### config.mk
export PLATFORM = sky130hd
export DESIGN_NAME = dma_chan_csr
export DESIGN_NICKNAME = d
export VERILOG_FILES = /design/src/rtl/dma_chan_pkg.sv /design/src/rtl/dma_chan_ctrl.sv /design/src/rtl/dma_chan_dp.sv /design/src/rtl/dma_chan_csr.sv
export SDC_FILE = /design/constraint.sdc
export NUM_CORES = 1
export LEC_CHECK = 0
export ABC_AREA = 1
export BUFFER_PORTS_ARGS = -buffer_cell sky130_fd_sc_hd__buf_2
export CAP_MARGIN = 5
export CORE_MARGIN = 4
export CORE_UTILIZATION = 30
export DETAILED_ROUTE_END_ITERATION = 7
export PLACE_DENSITY = 0.43
export REMOVE_ABC_BUFFERS = 1
export SLEW_MARGIN = 10
export SYNTH_ARGS = -nofsm -noshare
export SYNTH_HDL_FRONTEND = slang
export SYNTH_HIERARCHICAL = 1
export SYNTH_SLANG_ARGS = --single-unit
### constraint.sdc
create_clock -name clk -period 11.5 [get_ports clk]
set_clock_uncertainty 0.1 [all_clocks]
set_input_delay 1.725 -clock clk [delete_from_list [all_inputs] [get_ports clk]]
set_output_delay 1.725 -clock clk [all_outputs]
set_load 0.05 [all_outputs]
### src/rtl/dma_chan_pkg.sv
package dma_chan_pkg;

  localparam int NUM_DMA_REGS = 8;

  // word indices of the register window
  localparam int IDX_CMD    = 0;
  localparam int IDX_SCNT   = 1;
  localparam int IDX_SADR   = 2;
  localparam int IDX_WCNT   = 3;
  localparam int IDX_WADR   = 4;
  localparam int IDX_STAT   = 5;
  localparam int IDX_SDESC  = 6;
  localparam int IDX_WDESC  = 7;
  localparam int IDX_BUSCTL = 8;

  // command word fields
  localparam int CMD_IE_SINT = 5;
  localparam int CMD_IE_DONE = 6;
  localparam int CMD_DIR     = 7;

  // status bits
  localparam int STAT_W   = 6;
  localparam int ST_PWDN  = 0;
  localparam int ST_ERR   = 1;
  localparam int ST_ABT   = 2;
  localparam int ST_DONE  = 3;
  localparam int ST_SINT  = 4;
  localparam int ST_BLK   = 5;

  typedef enum logic [1:0] {
    OP_IDLE  = 2'd0,
    OP_BLAST = 2'd1,
    OP_ABORT = 2'd2,
    OP_START = 2'd3
  } dmaOp_e;

  // strobes from control to datapath
  typedef struct packed {
    logic ldCmd;
    logic ldStartCnt;
    logic ldStartAdr;
    logic ldStartDesc;
    logic ldBusCtl;
    logic wrStat;
    logic rdStat;
    logic rdCapture;
    logic opStart;
    logic opIdle;
    logic opAbort;
    logic xferGo;
    logic xferResp;
  } dpStrobe_t;

endpackage

### src/rtl/dma_chan_ctrl.sv
module dma_chan_ctrl
  import dma_chan_pkg::*;
#(
  parameter int ADDR_W = 4
) (
  input  logic              regWrEn,
  input  logic              regRdEn,
  input  logic [ADDR_W-1:0] regAddr,
  input  logic [1:0]        cmdOpIn,
  input  logic              rdClearMode,
  input  logic              cmdDirToMem,
  input  logic              xferReq,
  input  logic              xferToMem,
  output dpStrobe_t         stb
);

  localparam logic [ADDR_W-1:0] A_CMD    = ADDR_W'(IDX_CMD);
  localparam logic [ADDR_W-1:0] A_SCNT   = ADDR_W'(IDX_SCNT);
  localparam logic [ADDR_W-1:0] A_SADR   = ADDR_W'(IDX_SADR);
  localparam logic [ADDR_W-1:0] A_STAT   = ADDR_W'(IDX_STAT);
  localparam logic [ADDR_W-1:0] A_SDESC  = ADDR_W'(IDX_SDESC);
  localparam logic [ADDR_W-1:0] A_BUSCTL = ADDR_W'(IDX_BUSCTL);

  dmaOp_e opCode;
  logic   dirMatch;

  assign opCode   = dmaOp_e'(cmdOpIn);
  assign dirMatch = (xferToMem == cmdDirToMem);

  always_comb begin
    stb = '0;
    if (regWrEn) begin
      case (regAddr)
        A_CMD:    stb.ldCmd       = 1'b1;
        A_SCNT:   stb.ldStartCnt  = 1'b1;
        A_SADR:   stb.ldStartAdr  = 1'b1;
        A_SDESC:  stb.ldStartDesc = 1'b1;
        A_BUSCTL: stb.ldBusCtl    = 1'b1;
        A_STAT:   stb.wrStat      = !rdClearMode;
        default:  ;
      endcase
    end
    if (stb.ldCmd) begin
      case (opCode)
        OP_IDLE:  stb.opIdle  = 1'b1;
        OP_ABORT: stb.opAbort = 1'b1;
        OP_START: stb.opStart = 1'b1;
        default:  ;
      endcase
    end
    stb.rdCapture = regRdEn;
    stb.rdStat    = regRdEn && (regAddr == A_STAT) && rdClearMode;
    stb.xferResp  = xferReq;
    stb.xferGo    = xferReq && dirMatch;
  end

endmodule

### src/rtl/dma_chan_dp.sv
module dma_chan_dp
  import dma_chan_pkg::*;
#(
  parameter int                DATA_W      = 32,
  parameter int                ADDR_W      = 4,
  parameter int                SEL_BIT     = 12,
  parameter logic [DATA_W-1:0] WADR_RESET  = '1,
  parameter logic [DATA_W-1:0] WDESC_RESET = {{(DATA_W-2){1'b1}}, 2'b01}
) (
  input  logic              clk,
  input  logic              rstN,
  input  dpStrobe_t         stb,
  input  logic [ADDR_W-1:0] regAddr,
  input  logic [DATA_W-1:0] regWrData,
  input  logic              scsiIntIn,
  input  logic              cmdDone,
  input  logic [DATA_W-1:0] xferLen,
  output logic [DATA_W-1:0] regRdData,
  output logic              regRdValid,
  output logic              xferRespValid,
  output logic              xferAccepted,
  output logic [DATA_W-1:0] xferGrantLen,
  output logic              dmaEnable,
  output logic              abortReq,
  output logic              irq,
  output logic              cmdDir,
  output logic              rdClearMode,
  output logic              ieDone,
  output logic              doneBit,
  output logic [DATA_W-1:0] workCnt
);

  localparam logic [ADDR_W-1:0] A_CMD    = ADDR_W'(IDX_CMD);
  localparam logic [ADDR_W-1:0] A_SCNT   = ADDR_W'(IDX_SCNT);
  localparam logic [ADDR_W-1:0] A_SADR   = ADDR_W'(IDX_SADR);
  localparam logic [ADDR_W-1:0] A_WCNT   = ADDR_W'(IDX_WCNT);
  localparam logic [ADDR_W-1:0] A_WADR   = ADDR_W'(IDX_WADR);
  localparam logic [ADDR_W-1:0] A_STAT   = ADDR_W'(IDX_STAT);
  localparam logic [ADDR_W-1:0] A_SDESC  = ADDR_W'(IDX_SDESC);
  localparam logic [ADDR_W-1:0] A_WDESC  = ADDR_W'(IDX_WDESC);
  localparam logic [ADDR_W-1:0] A_BUSCTL = ADDR_W'(IDX_BUSCTL);

  // flags that software acknowledges
  localparam logic [STAT_W-1:0] ACK_MASK =
    STAT_W'((1 << ST_ERR) | (1 << ST_ABT) | (1 << ST_DONE));

  logic [DATA_W-1:0] cmdQ, startCntQ, startAdrQ, startDescQ;
  logic [DATA_W-1:0] workCntQ, workAdrQ, workDescQ, busCtlQ;
  logic [STAT_W-1:0] statQ, statNext;
  logic [DATA_W-1:0] grantLen, statView, rdMux;
  logic              dmaEnQ, abortQ;
  logic              rdValidQ, respValidQ, respAccQ;
  logic [DATA_W-1:0] rdDataQ, respLenQ;

  assign grantLen = (xferLen < workCntQ) ? xferLen : workCntQ;
  assign statView = DATA_W'(statQ) | (DATA_W'(scsiIntIn) << ST_SINT);

  // next status: clears first, completion set last so it wins
  always_comb begin
    statNext = statQ;
    if (stb.opStart) statNext = '0;
    if (stb.wrStat)  statNext = statNext & ~(regWrData[STAT_W-1:0] & ACK_MASK);
    if (stb.rdStat)  statNext = statNext & ~ACK_MASK;
    if (cmdDone)     statNext[ST_DONE] = 1'b1;
  end

  always_comb begin
    case (regAddr)
      A_CMD:    rdMux = cmdQ;
      A_SCNT:   rdMux = startCntQ;
      A_SADR:   rdMux = startAdrQ;
      A_WCNT:   rdMux = workCntQ;
      A_WADR:   rdMux = workAdrQ;
      A_STAT:   rdMux = statView;
      A_SDESC:  rdMux = startDescQ;
      A_WDESC:  rdMux = workDescQ;
      A_BUSCTL: rdMux = busCtlQ;
      default:  rdMux = '0;
    endcase
  end

  always_ff @(posedge clk) begin
    if (!rstN) begin
      cmdQ       <= '0;
      startCntQ  <= '0;
      startAdrQ  <= '0;
      startDescQ <= '0;
      workCntQ   <= '0;
      workAdrQ   <= WADR_RESET;
      workDescQ  <= WDESC_RESET;
      busCtlQ    <= '0;
      statQ      <= '0;
      dmaEnQ     <= 1'b0;
      abortQ     <= 1'b0;
      rdValidQ   <= 1'b0;
      rdDataQ    <= '0;
      respValidQ <= 1'b0;
      respAccQ   <= 1'b0;
      respLenQ   <= '0;
    end else begin
      if (stb.ldCmd)       cmdQ       <= regWrData;
      if (stb.ldStartCnt)  startCntQ  <= regWrData;
      if (stb.ldStartAdr)  startAdrQ  <= regWrData;
      if (stb.ldStartDesc) startDescQ <= regWrData;
      if (stb.ldBusCtl)    busCtlQ    <= regWrData;

      if (cmdDone)         workCntQ <= '0;
      else if (stb.opStart) workCntQ <= startCntQ;
      else if (stb.xferGo)  workCntQ <= workCntQ - grantLen;

      if (stb.opStart)     workAdrQ <= startAdrQ;
      else if (stb.xferGo) workAdrQ <= workAdrQ + grantLen;

      if (stb.opStart)     workDescQ <= startDescQ;

      statQ <= statNext;

      if (stb.opStart)     dmaEnQ <= 1'b1;
      else if (stb.opIdle) dmaEnQ <= 1'b0;
      abortQ <= stb.opAbort;

      rdValidQ <= stb.rdCapture;
      if (stb.rdCapture) rdDataQ <= rdMux;

      respValidQ <= stb.xferResp;
      respAccQ   <= stb.xferGo;
      respLenQ   <= stb.xferGo ? grantLen : '0;
    end
  end

  assign regRdData     = rdDataQ;
  assign regRdValid    = rdValidQ;
  assign xferRespValid = respValidQ;
  assign xferAccepted  = respAccQ;
  assign xferGrantLen  = respLenQ;
  assign dmaEnable     = dmaEnQ;
  assign abortReq      = abortQ;
  assign irq           = (statQ[ST_DONE] & cmdQ[CMD_IE_DONE]) |
                         (scsiIntIn & cmdQ[CMD_IE_SINT]);
  assign cmdDir        = cmdQ[CMD_DIR];
  assign rdClearMode   = busCtlQ[SEL_BIT];
  assign ieDone        = cmdQ[CMD_IE_DONE];
  assign doneBit       = statQ[ST_DONE];
  assign workCnt       = workCntQ;

endmodule

### src/rtl/dma_chan_csr.sv
module dma_chan_csr
  import dma_chan_pkg::*;
#(
  parameter int DATA_W  = 32,
  parameter int ADDR_W  = 4,
  parameter int SEL_BIT = 12
) (
  input  logic              clk,
  input  logic              rstN,
  input  logic              regWrEn,
  input  logic              regRdEn,
  input  logic [ADDR_W-1:0] regAddr,
  input  logic [DATA_W-1:0] regWrData,
  output logic [DATA_W-1:0] regRdData,
  output logic              regRdValid,
  input  logic              scsiIntIn,
  input  logic              xferReq,
  input  logic              xferToMem,
  input  logic [DATA_W-1:0] xferLen,
  output logic              xferRespValid,
  output logic              xferAccepted,
  output logic [DATA_W-1:0] xferGrantLen,
  input  logic              cmdDone,
  output logic              dmaEnable,
  output logic              abortReq,
  output logic              irq
);

  dpStrobe_t         stb;
  logic              cmdDir;
  logic              rdClearMode;
  logic              ieDone;
  logic              doneBit;
  logic [DATA_W-1:0] workCnt;

  dma_chan_ctrl #(.ADDR_W(ADDR_W)) u_ctrl (
    .regWrEn     (regWrEn),
    .regRdEn     (regRdEn),
    .regAddr     (regAddr),
    .cmdOpIn     (regWrData[1:0]),
    .rdClearMode (rdClearMode),
    .cmdDirToMem (cmdDir),
    .xferReq     (xferReq),
    .xferToMem   (xferToMem),
    .stb         (stb)
  );

  dma_chan_dp #(
    .DATA_W  (DATA_W),
    .ADDR_W  (ADDR_W),
    .SEL_BIT (SEL_BIT)
  ) u_dp (
    .clk           (clk),
    .rstN          (rstN),
    .stb           (stb),
    .regAddr       (regAddr),
    .regWrData     (regWrData),
    .scsiIntIn     (scsiIntIn),
    .cmdDone       (cmdDone),
    .xferLen       (xferLen),
    .regRdData     (regRdData),
    .regRdValid    (regRdValid),
    .xferRespValid (xferRespValid),
    .xferAccepted  (xferAccepted),
    .xferGrantLen  (xferGrantLen),
    .dmaEnable     (dmaEnable),
    .abortReq      (abortReq),
    .irq           (irq),
    .cmdDir        (cmdDir),
    .rdClearMode   (rdClearMode),
    .ieDone        (ieDone),
    .doneBit       (doneBit),
    .workCnt       (workCnt)
  );

endmodule

==> results.md, run 1 <==
* Status: finished clean
* Final Net Count at 2790
* Post-synthesis sequential area ratio at 36.8%
* DRC at 0
* H-tree depth at 2
* Antenna cells at 0
* Most common flop cell mapped by yosys: dfxtp_1
* Mapped Area at approximately 18000 sq um
* Pint at about 2300 uW
* Clock Sinks at between 300 and 400
* FMAX at approximately 170 MHz
* RSZ-0062 raised after global routing: no
* Worst Path Max Fanout at 64
* Fin crit period at roughly 5.8 ns
* Switching Power at 1170 uW
* Post-synth EDFFs at 0
* Logic pwr share at between 20 and 25%
* CTS Buffer Depth at 3
* P&R area growth vs syn at 15.8%
* PwrDens at roughly 170 nW/um^2
* Post-Layout Inst Area at around 21000 sq um
* DR iter-0 viols at roughly 1500
* Cells after synthesis at about 2500
* Sw Share at roughly a third
* Clock root buffer: clkbuf_16
* GRT Resource Usage Total at between 20% and 30%
* Share of cells above drive strength 1 at about 12%
* Vias in the first global route at approximately 17000
* Post-CTS Setup Bufs at 0
* Worst slew margin at between 20% and 30%
* VDD IR max at approximately 100 uV
* Placed Area at just under 20000 sq um
* Hold buffers post-CTS at 0
* Initial core utilization at a little under a third
* Startpoint types: input port
* Final WL at ~75000 um
* First-pass GRT wire length at approximately 110000 um
* DR pass1 iterations at 6
* Final hold vios at 0
* I/O pin count at roughly 150
* Place WS at between 5 and 6 ns
* Hold Path Class: reg2reg
* Number of max-cap violations at 0
* Clk pwr share at just over 40%
* Slew @ Worst Pin at between 1 and 1.5 ns
* Critical path endpoint category: flip-flop
* Wirelength per Cell at around 22 um
* Crit path max-delay family: simple AND/OR/NAND/NOR gates
* Overflow after GRT at 0
* Worst Slack Setup Final at 5.73 ns
* Pin count of the biggest net entering global routing at 102
* Rows at 89
* Fin crit share at 50.2%
* Dominant cell type by area after synthesis: dfxtp_1
* Warnings from Yosys at 6
* Die H at ~250 um
* TritonCTS buffer count at 43
* Vias post-DR at around 18000
* Setup tns final at 0 ns
* Netlist cell types at 50
* Syn Area/Cell at between 7 and 8 sq um
* Gpl congestion at ~0.95
* Async SR Flop Fraction at 0%
* Final setup vio count at 0
* Kind of critical path: in2reg
* Clk slew on worst S/H paths at ~0.06 ns
* CTS tree: built
* DR vias/cell at approximately 5.3
* Post-DP HPWL at roughly 53000 um
* CP most frequent cell: nand2_1
* WP buf/inv at 3
* Final cell count without fillers at about 3400
* Critical path data required time at about 12 ns
* Power share of the sequential group at a little over a third
* Post-cts resize count at 0
* Antenna Nets Post-Route at 0
* Flops & latches, synth at 328
* CP max stage delay at roughly 0.45 ns
* Initial antenna violation count at 3
* Pleak at between 0.008 and 0.009 uW
* Arrival @ worst endpoint at 6.12 ns
* Final Max Tran Viols at 0
* Die W at roughly 250 um
* Synth top area share at a little under two fifths
* Inst Count DP at ~3300
* Filler cells at about 6400
* Die Area at about 63000 sq um
* Top area cells in the synthesized netlist: dfxtp_1, nand2_1, a21oi_1
* CORE AREA at about 59000 sq um
* Latest clock arrival within the worst-skew pair at a little under 0.6 ns
* Port Buffers at around 150
* Worst path slowest cell: fa_1
==> metrics by stage <==
| step | hold WS, ns | power [uW] | util (%) |
|---|---|---|---|
| global placement | 0.337 | 2050 | 32.6 |
| global route | 0.373 | 3620 | 35.0 |
| CTS | 0.355 | 3470 | 35.0 |
| finish | 0.354 | 3440 | 35.0 |
| detailed placement | 0.346 | 2050 | 32.6 |
| floorplan | 0.327 | 1770 | - |
==> synth_stat cells, types with 5 or more instances <==
library cell and instances:
dfxtp_1 328, ha_1 93, a221oi_1 56, a22oi_1 16, buf_4 5, nor2_1 284
o22ai_1 36, clkbuf_1 107, o21ai_1 6, o2111ai_1 5, a21oi_1 280, xor2_1 13
a31oi_1 22, buf_2 7, nand3_1 73, inv_1 290, o21a_1 8, o21ai_2 32
o21bai_1 7, o211ai_1 22, inv_2 33, nand2_1 421, o21ai_0 264, nand4_1 15
xnor2_1 12, a21o_1 9, buf_1 5, nand3b_1 7, o221ai_1 20, nor3_1 17
==> kinds of logic (layout without fill, tap and decap cells) <==
logic type                 count (synthesis)  count (layout)  synth area share (%)
AOI/OAI and AO/OA                        797             797                  26.3
xor gates and xnor gates                  25              25                  1.23
DFF                                      328             328                  36.8
and+or+nand+nor                          837             837                  19.1
adders and majority gates                 95              95                  6.74
buffers and inverters                    451             570                  9.83
==> final cells by class <==
type	instances	area (sq um)	area share (%)
Multi-Input combinational cell	1754	9560	46.2
Sequential cell	328	6570	31.8
Clock buffer	63	1250	6.06
Inverter	323	1210	5.87
Tap cell	773	967	4.68
Timing Repair Buffer	169	908	4.39
Clock inverter	15	205	0.993
==> registers in the layout (all words and copies together) (netlist names) <==
signal	count
u_dp/busCtlQ	32
u_dp/cmdQ	32
u_dp/regRdData	32
u_dp/startAdrQ	32
u_dp/startCntQ	32
u_dp/startDescQ	32
u_dp/workAdrQ	32
u_dp/workCnt	32
u_dp/workDescQ	32
u_dp/xferGrantLen	32
u_dp/statQ	3
u_dp/abortReq	1
u_dp/dmaEnable	1
u_dp/regRdValid	1
u_dp/xferAccepted	1
u_dp/xferRespValid	1
==> power groups by stage <==
stage / Clock [uW] / Combinational (uW) / Sequential, uW
after global routing: 1480 / 923 / 1210
after global placement: 0 / 821 / 1230
after CTS: 1440 / 824 / 1210
final: 1400 / 832 / 1210
after detailed placement: 0 / 820 / 1230
after floorplan: 0 / 530 / 1240
==> tightest hold or removal path, delay by kind of cell, from the launching register on <==
family	cells	cell delay [ns]
AO/OA/AOI/OAI	1	0.05
flip-flops	1	0.31
buffers and inverters	1	0.05
==> layer usage <==
| layer | GRT usage, % | vias to the layer above | wire length (um) |
|---|---|---|---|
| met4 | 4.38 | 4 | 1220 |
| met5 | 0 | - | 21 |
| met3 | 3.20 | 97 | 4480 |
| li1 | - | 8742 | - |
| met1 | 33.3 | 8689 | 35800 |
| met2 | 35.6 | 562 | 33100 |
==> placed cells by master, fill, tap and decap left out, types with 22 or more instances in the layout <==
master / netlist / layout
a21oi_1: 280 / 280
nor2_1: 284 / 280
o22ai_1: 36 / 36
a221oi_1: 56 / 56
ha_1: 93 / 93
inv_2: 33 / 36
nand2_1: 421 / 421
dfxtp_1: 328 / 328
inv_1: 290 / 285
clkbuf_16: 0 / 44
buf_2: 7 / 144
o21ai_0: 264 / 264
buf_4: 5 / 25
a31oi_1: 22 / 22
nand3_1: 73 / 72
o21ai_2: 32 / 32
o211ai_1: 22 / 22
==> final timing paths <==
check / to / from / slack, ns / cells after the start
worst max-delay path: u_dp/workAdrQ[22] / xferLen[31] / 5.73 / 27
worst min-delay path: u_dp/busCtlQ[25] / u_dp/busCtlQ[25] / 0.35 / 2
worst max register to register: u_dp/workAdrQ[22] / u_dp/workCnt[31] / 6.42 / 27
worst min register to register: u_dp/busCtlQ[25] / u_dp/busCtlQ[25] / 0.35 / 2
Note: power is estimated with default switching activity, not from simulation.
==> run 2, diff against run 1 <==
Settings changed: PLACE_DENSITY 0.43 to 0.44.
Clock period 11.5 ns to 5 ns, I/O delays scaled along.
==> results.md, run 2 (synthesized netlist as in run 1, its figures left out) <==
* DR iter-0 viols at 1461 (was 1476)
* Rows at 89 (unchanged)
* Hold Crit Start: xferReq (was u_dp/busCtlQ[25])
* Arrival @ worst endpoint at 4.98 ns (was 6.12 ns)
* Layout Utilization at 35.1% (was 35.0%)
* Final setup vio count at 0 (unchanged)
* Clock root buffer: clkbuf_16 (unchanged)
* Critical path data required time at 5.35 ns (was 11.85 ns)
* Initial antenna violation count at 1 (was 3)
* Commonest non-fill, non-tap cell in the layout: nand2_1 (unchanged)
* Worst Slack Setup Final at 0.365 ns (was 5.73 ns)
* Number of max-cap violations at 0 (unchanged)
* Final WL at 74700 um (was 74600 um)
* Post-CTS Setup Bufs at 0 (unchanged)
* Most frequent cells in the layout: nand2_1, dfxtp_1, inv_1 (unchanged)
* Status: finished clean (unchanged)
* Post-Layout Inst Area at 20700 sq um (about the same)
* Hold buffers post-CTS at 0 (unchanged)
* CTS tree: built (unchanged)
* First-pass GRT wire length at 111000 um (about the same)
* Post-DP HPWL at 54800 um (was 52900 um)
* Slew @ Worst Pin at 1.15 ns (was 1.14 ns)
* Vias in the first global route at 17300 (was 17200)
* Pleak at 0.00900 uW (was 0.00892 uW)
* Place WS at -0.00667 ns (was 5.16 ns)
* Latest clock arrival within the worst-skew pair at 0.58 ns (about the same)
* DR pass1 iterations at 5 (was 6)
* Antenna Nets Post-Route at 0 (unchanged)
* Placed Area at 19400 sq um (was 19200 sq um)
* Overall power at 7870 uW (was 3440 uW)
* CTS Buffer Depth at 3 (unchanged)
* TritonCTS buffer count at 41 (was 43)
* Fin crit share at about 93%
* VDD IR max at 241 uV (was 100 uV)
* Share of cells above drive strength 1 at 12.6% (was 12.3%)
* RSZ-0062 raised after global routing: no (unchanged)
* Die Area at 63500 sq um (unchanged)
* Clock Sinks at 328 (unchanged)
* FMAX at approximately 220 MHz
* Fin crit period at 4.64 ns
* Die W at 252 um (unchanged)
* P&R area growth vs syn at 16.2% (was 15.8%)
* I/O pin count at 146 (unchanged)
* Startpoint types: flip-flop (was input port)
* Clk slew on worst S/H paths at 0.06 ns (about the same)
* Post-cts resize count at 0 (unchanged)
* Wirelength per Cell at 21.7 um (was 21.8 um)
* Setup tns final at 0 ns (unchanged)
* H-tree depth at 2 (unchanged)
* Initial core utilization at 30.2% (unchanged)
* DR vias/cell at 5.23 (was 5.28)
* CORE AREA at 59000 sq um (unchanged)
* Gpl congestion at 0.901 (was 0.954)
* Port Buffers at 145 (unchanged)
* Pin count of the biggest net entering global routing at 102 (unchanged)
* DRC at 0 (unchanged)
* Die H at 252 um (unchanged)
* Overflow after GRT at 0 (unchanged)
* Worst slew margin at 23.2% (was 24.1%)
* Final Max Tran Viols at 0 (unchanged)
* Worst Setup SP: u_dp/workCnt[31] (was xferLen[31])
* GRT Resource Usage Total at 22.8% (was 22.7%)
* Kind of critical path: reg2reg (was in2reg)
* Worst Path Max Fanout at 27 (was 64)
* Vias post-DR at 18000 (was 18100)
* Hold Path Class: in2reg (was reg2reg)
* RR Startpoint: u_dp/workCnt[31] (unchanged)
* Critical path endpoint category: flip-flop (unchanged)
* PwrDens at 379 nW/um^2 (was 167 nW/um^2)
* Final hold vios at 0 (unchanged)
* Final Net Count at 2805 (was 2790)
==> run 2: changes by cell type in the layout (fill, tap and decap cells not counted), moves of 2 or more <==
cell and delta:
buf_4 +16, clkbuf_16 -2, clkinv_1 -2, clkinvlp_4 -6, diode_2 +2, inv_1 +3
==> run 2: worst paths after layout <==
path,to,cells after the start,slack (ns)
setup / recovery,u_dp/workAdrQ[28],19,0.36
hold / removal,u_dp/xferRespValid,3,0.27
setup reg to reg,u_dp/workAdrQ[28],19,0.36
hold reg to reg,u_dp/busCtlQ[25],2,0.35
==> run 2: through the flow <==
| step | hold slack [ns] | std cells |
|---|---|---|
| after global placement | 0.338 | 3364 |
| after global routing | 0.273 | 3436 |
| final | 0.268 | 3437 |
| after CTS | 0.241 | 3435 |
| after floorplan | 0.327 | 2405 |
| after detailed placement | 0.343 | 3364 |
==> run 2: worst max-delay path, stage by stage, from the launching register on <==
cell and delay, ns:
dfxtp_1 0.39, inv_1 0.15, ha_1 0.38, nand4_2 0.16, nor3_4 0.28, nand2_2 0.10
nor3_4 0.18, nand2_4 0.11, nand2_8 0.19, nand2_1 0.09, o21ai_2 0.10, ha_1 0.23
inv_1 0.09, fa_1 0.43, o21ai_1 0.29, a21oi_1 0.24, o21ai_0 0.40, nand4_1 0.24
a21oi_1 0.22, o21ai_0 0.10
==> run 2: report_power, final <==
| part | total, uW | internal [uW] | switching, uW |
|---|---|---|---|
| clock network | 3120 | 1880 | 1240 |
| registers | 2790 | 2700 | 82.5 |
| logic | 1970 | 604 | 1360 |
| total | 7870 | 5190 | 2680 |
==> run 2: final cells by class <==
| class | instances | area [sq um] |
|---|---|---|
| fillers | 6367 | 38300 |
| inverters | 323 | 1210 |
| multi-input cells | 1754 | 9560 |
| repair buffers | 186 | 1050 |
| flip-flops and latches | 328 | 6570 |
| clock inverters | 10 | 176 |
| diodes | 2 | 5.00 |
| clock buffers | 61 | 1210 |
| well taps | 773 | 967 |
==> run 2: layer usage <==
metal  up-vias  GRT usage, %  routed length [um]
met5         -             0                   0
met4         0          5.64                1510
met3        77          2.60                3480
met2       436          36.3               33500
met1      8666          32.9               36100
li1       8781             -                   -
